## src/rtl/hazard_unit.sv

```systemverilog
module hazard_unit #(
  parameter int RW = 5
) (
  input  logic          clk,
  input  logic          rst_n,
  input  logic [RW-1:0] dec_rs,
  input  logic [RW-1:0] dec_rt,
  input  logic          dec_use_rs,
  input  logic          dec_use_rt,
  input  logic [RW-1:0] dec_rd,
  input  logic          dec_wen,
  input  logic          dec_load,
  input  logic          dec_branch,
  input  logic          dec_taken,
  output logic [1:0]    fwd_a,
  output logic [1:0]    fwd_b,
  output logic          stall,
  output logic          flush
);
  localparam logic [1:0] SEL_RF  = 2'd0;
  localparam logic [1:0] SEL_MEM = 2'd1;
  localparam logic [1:0] SEL_WB  = 2'd2;
  localparam logic [RW-1:0] ZERO = '0;

  logic [RW-1:0] ex_rs, ex_rt, ex_rd, mem_rd, wb_rd;
  logic          ex_wen, ex_load, mem_wen, wb_wen;

  logic mem_live, wb_live, ex_ld_live;
  assign mem_live   = mem_wen && (mem_rd != ZERO);
  assign wb_live    = wb_wen && (wb_rd != ZERO);
  assign ex_ld_live = ex_load && ex_wen && (ex_rd != ZERO);

  assign fwd_a = (mem_live && ex_rs != ZERO && mem_rd == ex_rs) ? SEL_MEM :
                 (wb_live  && ex_rs != ZERO && wb_rd  == ex_rs) ? SEL_WB  : SEL_RF;
  assign fwd_b = (mem_live && ex_rt != ZERO && mem_rd == ex_rt) ? SEL_MEM :
                 (wb_live  && ex_rt != ZERO && wb_rd  == ex_rt) ? SEL_WB  : SEL_RF;

  assign stall = ex_ld_live &&
                 ((dec_use_rs && dec_rs == ex_rd) || (dec_use_rt && dec_rt == ex_rd));
  assign flush = dec_branch && dec_taken && !stall;

  always_ff @(posedge clk) begin
    if (!rst_n || stall) begin
      ex_rs   <= ZERO;
      ex_rt   <= ZERO;
      ex_rd   <= ZERO;
      ex_wen  <= 1'b0;
      ex_load <= 1'b0;
    end else begin
      ex_rs   <= dec_use_rs ? dec_rs : ZERO;
      ex_rt   <= dec_use_rt ? dec_rt : ZERO;
      ex_rd   <= dec_rd;
      ex_wen  <= dec_wen;
      ex_load <= dec_load;
    end
    if (!rst_n) begin
      mem_rd  <= ZERO;
      mem_wen <= 1'b0;
      wb_rd   <= ZERO;
      wb_wen  <= 1'b0;
    end else begin
      mem_rd  <= ex_rd;
      mem_wen <= ex_wen;
      wb_rd   <= mem_rd;
      wb_wen  <= mem_wen;
    end
  end

  assert_sel_legal_R2: assert property (@(posedge clk) disable iff (!rst_n)
    (fwd_a != 2'd3) && (fwd_b != 2'd3));
  assert_wb_needs_write_R3: assert property (@(posedge clk) disable iff (!rst_n)
    (fwd_a == SEL_WB) |-> wb_wen);
  assert_no_r0_fwd_R6: assert property (@(posedge clk) disable iff (!rst_n)
    (fwd_b != SEL_RF) |-> (ex_rt != ZERO));
  assert_one_bubble_R7: assert property (@(posedge clk) disable iff (!rst_n)
    stall |=> !stall);
  assert_bubble_clear_R7: assert property (@(posedge clk) disable iff (!rst_n)
    stall |=> (!ex_wen && !ex_load));
  assert_flush_after_stall_R10: assert property (@(posedge clk) disable iff (!rst_n)
    ($fell(stall) && dec_branch && dec_taken) |-> flush);
endmodule

```

## config.mk

```make
export PLATFORM = sky130hd
export DESIGN_NAME = hazard_unit
export DESIGN_NICKNAME = d
export VERILOG_FILES = /design/src/rtl/hazard_unit.sv
export SDC_FILE = /design/constraint.sdc
export NUM_CORES = 1
export LEC_CHECK = 0
export ABC_AREA = 1
export BUFFER_PORTS_ARGS = -buffer_cell sky130_fd_sc_hd__buf_4
export CAP_MARGIN = 20
export CORE_UTILIZATION = 40
export DETAILED_ROUTE_END_ITERATION = 8
export HOLD_SLACK_MARGIN = 0.1
export SYNTH_ARGS = -nofsm -noshare
export SYNTH_HDL_FRONTEND = slang
export SYNTH_SLANG_ARGS = --single-unit
```

## constraint.sdc

```tcl
create_clock -name clk -period 1.6 [get_ports clk]
set_input_delay 0.48 -clock clk [delete_from_list [all_inputs] [get_ports clk]]
set_output_delay 0.48 -clock clk [all_outputs]
set_load 0.03 [all_outputs]
```

==> summary.md <==
| Metric | Value |
|---|---|
| Status | finished with violations |
| Violations in the final reports | negative setup slack |
| Fin crit share | 124.8% |
| Clock share of power | about 28% |
| Number of buffers between clock root and the deepest sink | 2 |
| IO buf count | 28 |
| Share of power burned in registers | between 50% and 60% |
| Clk pin slew, worst setup/hold paths | 0.09 ns |
| Type of the most critical hold path | in -> reg |
| Via count | 1243 |
| Category of the critical setup timing path | reg -> out |
| Wire length per cell | 9.924 µm |
| Share of final-layout standard cells stronger than drive strength 1 | between 30% and 40% |
| Shortest period the worst path allows | ~2 ns |
| Wire length reported by the detailed router | a little under 3000 µm |
| Initial Util | 42.88% |
| Area of the mapped netlist | roughly 1300 µm² |
| Worst-Margin Slew | about 0.27 ns |
| Peak fanout along the critical path | 4 |
| Net Switching | 0.3960 mW |
| Synthesis warning total | 0 |
| Die ar. | roughly 3600 µm² |
| Max Slew Vio Count | 0 |
| Clock sinks | 29 |
| Maximum operating frequency | approximately 500 MHz |
| DRT iter0 DRCs | 16 |
| Xor and xnor fraction of the mapped netlist area | around an eighth |
| Setup repair after global routing missed its margin | true |
| Cells on Worst Hold Path | 3 |
| Die boundary width | 59.91 µm |
| Area share of fa/ha/maj cells after synthesis | 0% |
| Register area share after synthesis | between 40% and 50% |
| Drt via density | approximately 4.3 |
| # H-tree levels | 2 |
| Pin count of the biggest net entering global routing | 16 |
| Vert. Die Dim | ~60 µm |
| CTS tree | done |
| Count of TritonRoute iterations in the first routing pass | 4 |
| Instance count of the mapped netlist | approximately 190 |
| Final Total Pwr | between 1 and 1.5 mW |
| Antenna diode instance count | 0 |
| Complex-gate fraction of the synthesized area | less than 1% |
| Headroom to the max-slew limit | ~80% |
| Worst reg-to-reg path cell count | 10 |
| Number of clock buffers inserted by TritonCTS | 5 |
| Post-layout instance count excluding filler cells | 291 |
| Root Buffer | clkbuf_4 |
| Gate power share | 17.5% |
| Largest vdd supply drop | around 470 µV |
| Final setup fails | 6 |
| Wire length of the first global-routing pass | roughly 4700 µm |
| Fraction of synthesized area in multiplexers | 0% |
| Per-instance average area after synthesis | ~6.9 µm² |
| Global route overflow | 0 |
| Unique cell type count in the Yosys netlist | 15 |
| GRT Resource Usage Total | 18.24% |
| Power Density | around 750 nW/µm² |
| Mapped Nets | 216 |
| Startpoint class of the critical path | flip-flop |
| Simple-Gate Fraction of Synth Area | between 30% and 40% |
| Clock network latency to the later pin of the worst-skew pair | ~0.32 ns |
| Max cap viols | 0 |
| DRC viols | 0 |
| Pleak | approximately 1.1 nW |
| Number of antenna violations at the first check in global routing | 0 |
| Switching fraction of total power | 27.38% |
| Inst Count DP | about 280 |
| # fillers | between 200 and 300 |
| Critical Path End Type | primary output |
| Worst path arrival time | between 1.5 and 2 ns |
| Total core area | between 3000 and 4000 µm² |
| Post-route setup slack | -0.3962 ns |
| ANT nets after route | 0 |
| #FFs+latches synth | 29 |
| Via count of the first global-routing pass | ~1200 |
| Largest family of logic cells by synthesized area | simple AND/OR/NAND/NOR gates |
| Total Neg Setup Slack | -2.114 ns |
| I/O pin count | 29 |
| Cell-internal power | ~1.1 mW |
| Global placement routability congestion | 0.8849 |
| NumNets Final | 269 |
| Synth-to-layout area growth | 44.50% |
| Required time of the worst setup path | approximately 1.1 ns |
| DP HPWL | 2290 µm |
| Total count of hold-check failures in the final report | 0 |
| Setup clock skew after layout | roughly 0.0043 ns |
| Final cell utilization of the core | around three fifths |
| Core Rows | 20 |
[per-layer routing]
layer	vias to the layer above	GRT usage, %	share of wire, %
li1	670	-	-
met1	532	17.38	39
met2	31	34.76	53
met3	10	5.628	4.4
met4	0	8.970	2.7
met5	-	0	0
[cells in the final DEF (no fill, tap or decap), types with 2 or more instances in the layout]
| cell type | Yosys | routed |
|---|---|---|
| nand3_2 | 2 | 2 |
| dfxtp_4 | 0 | 6 |
| nor2_4 | 0 | 2 |
| nand2_2 | 2 | 5 |
| xnor2_1 | 11 | 10 |
| nor2_1 | 37 | 33 |
| buf_4 | 0 | 39 |
| clkinv_2 | 0 | 2 |
| inv_2 | 2 | 5 |
| xor2_1 | 9 | 9 |
| nand3_1 | 5 | 5 |
| buf_6 | 0 | 8 |
| inv_1 | 35 | 31 |
| clkbuf_4 | 0 | 5 |
| dfxtp_1 | 29 | 16 |
| dfxtp_2 | 0 | 7 |
| nor2_2 | 0 | 2 |
| nand4_1 | 3 | 3 |
| nor3_1 | 6 | 3 |
| nor3_4 | 0 | 2 |
| nand2_1 | 48 | 45 |
[metrics by stage]
step / setup slack [ns] / area (µm²) / hold WS, ns
final: -0.3962 / 1938 / 0.3649
after floorplan: -0.1652 / 1390 / 0.4057
after global routing: -0.4741 / 1938 / 0.3575
after global placement: -0.2120 / 1779 / 0.4349
after CTS: -0.4105 / 1882 / 0.3526
after detailed placement: -0.2420 / 1779 / 0.4330
[synth_stat cells]
cell type / number / area, µm²
o21ai_0: 2 / 10.01
inv_2: 2 / 7.510
xor2_1: 9 / 78.83
dfxtp_1: 29 / 580.6
nor3b_1: 1 / 7.510
nand3_1: 5 / 25.02
inv_1: 35 / 131.4
clkbuf_1: 1 / 3.750
nand2_2: 2 / 12.51
nand4_1: 3 / 18.77
nand2_1: 48 / 180.2
nor2_1: 37 / 138.9
xnor2_1: 11 / 96.34
nor3_1: 6 / 30.03
nand3_2: 2 / 20.02
[area by class of cell]
type,instances,area (µm²),share of cell area (%)
clock inverter,2,10.01,0.5165
sequential,29,611.8,31.57
timing repair buffer,47,382.9,19.75
tap,44,55.05,2.841
inverter,37,141.4,7.295
multi-input combinational,126,695.7,35.89
clock buffer,6,41.29,2.130
[state kept, by name, summed over array words and instances (netlist names)]
signal	flops
ex_rd	5
ex_rt	5
mem_wen	1
ex_load	1
ex_wen	1
wb_wen	1
mem_rd	5
ex_rs	5
wb_rd	5
[power groups by stage]
stage                     Clock (mW)  Sequential (mW)  Combinational [mW]
final                          0.411            0.782               0.253
after global routing           0.453            0.787               0.282
after CTS                      0.429            0.783               0.245
after global placement             0            0.800               0.231
after floorplan                    0            0.794               0.133
after detailed placement           0            0.801               0.236
[critical path: stages (launching register included)]
cell	delay [ns]
dfxtp_2	0.35
xor2_1	0.16
nor2_1	0.16
nand2_1	0.11
nor3_4	0.25
nor2_4	0.04
buf_6	0.13
[path summary, 6_finish.rpt]
kind,slack [ns],endpoint,startpoint
worst max-delay path,-0.40,fwd_b[1],mem_rd[0]$_SDFF_PN0_
worst min-delay path,0.36,ex_rd[0]$_SDFF_PP0_,dec_rd[0]
worst max register to register,0.28,ex_rd[3]$_SDFF_PP0_,ex_rd[3]$_SDFF_PP0_
worst min register to register,0.44,mem_wen$_SDFF_PN0_,ex_wen$_SDFF_PP0_
[logic make-up (layout without fill, tap and decap cells)]
group | after synthesis | after routing
flip-flops | 29 | 29
buffers and inverters | 38 | 92
AO/OA/AOI/OAI | 2 | 2
AND/OR/NAND/NOR | 104 | 104
XOR/XNOR | 20 | 20
[repair_timing]
| item | 4_1_cts | 5_1_grt |
|---|---|---|
| pin swaps | 8 | 11 |
| endpoints found under the setup margin | 6 | 6 |
| setup buffers | 1 | 1 |
| hold buffers | 0 | 0 |
| resized for setup | 18 | 19 |
No activity file was read; power rests on OpenSTA's default activity.
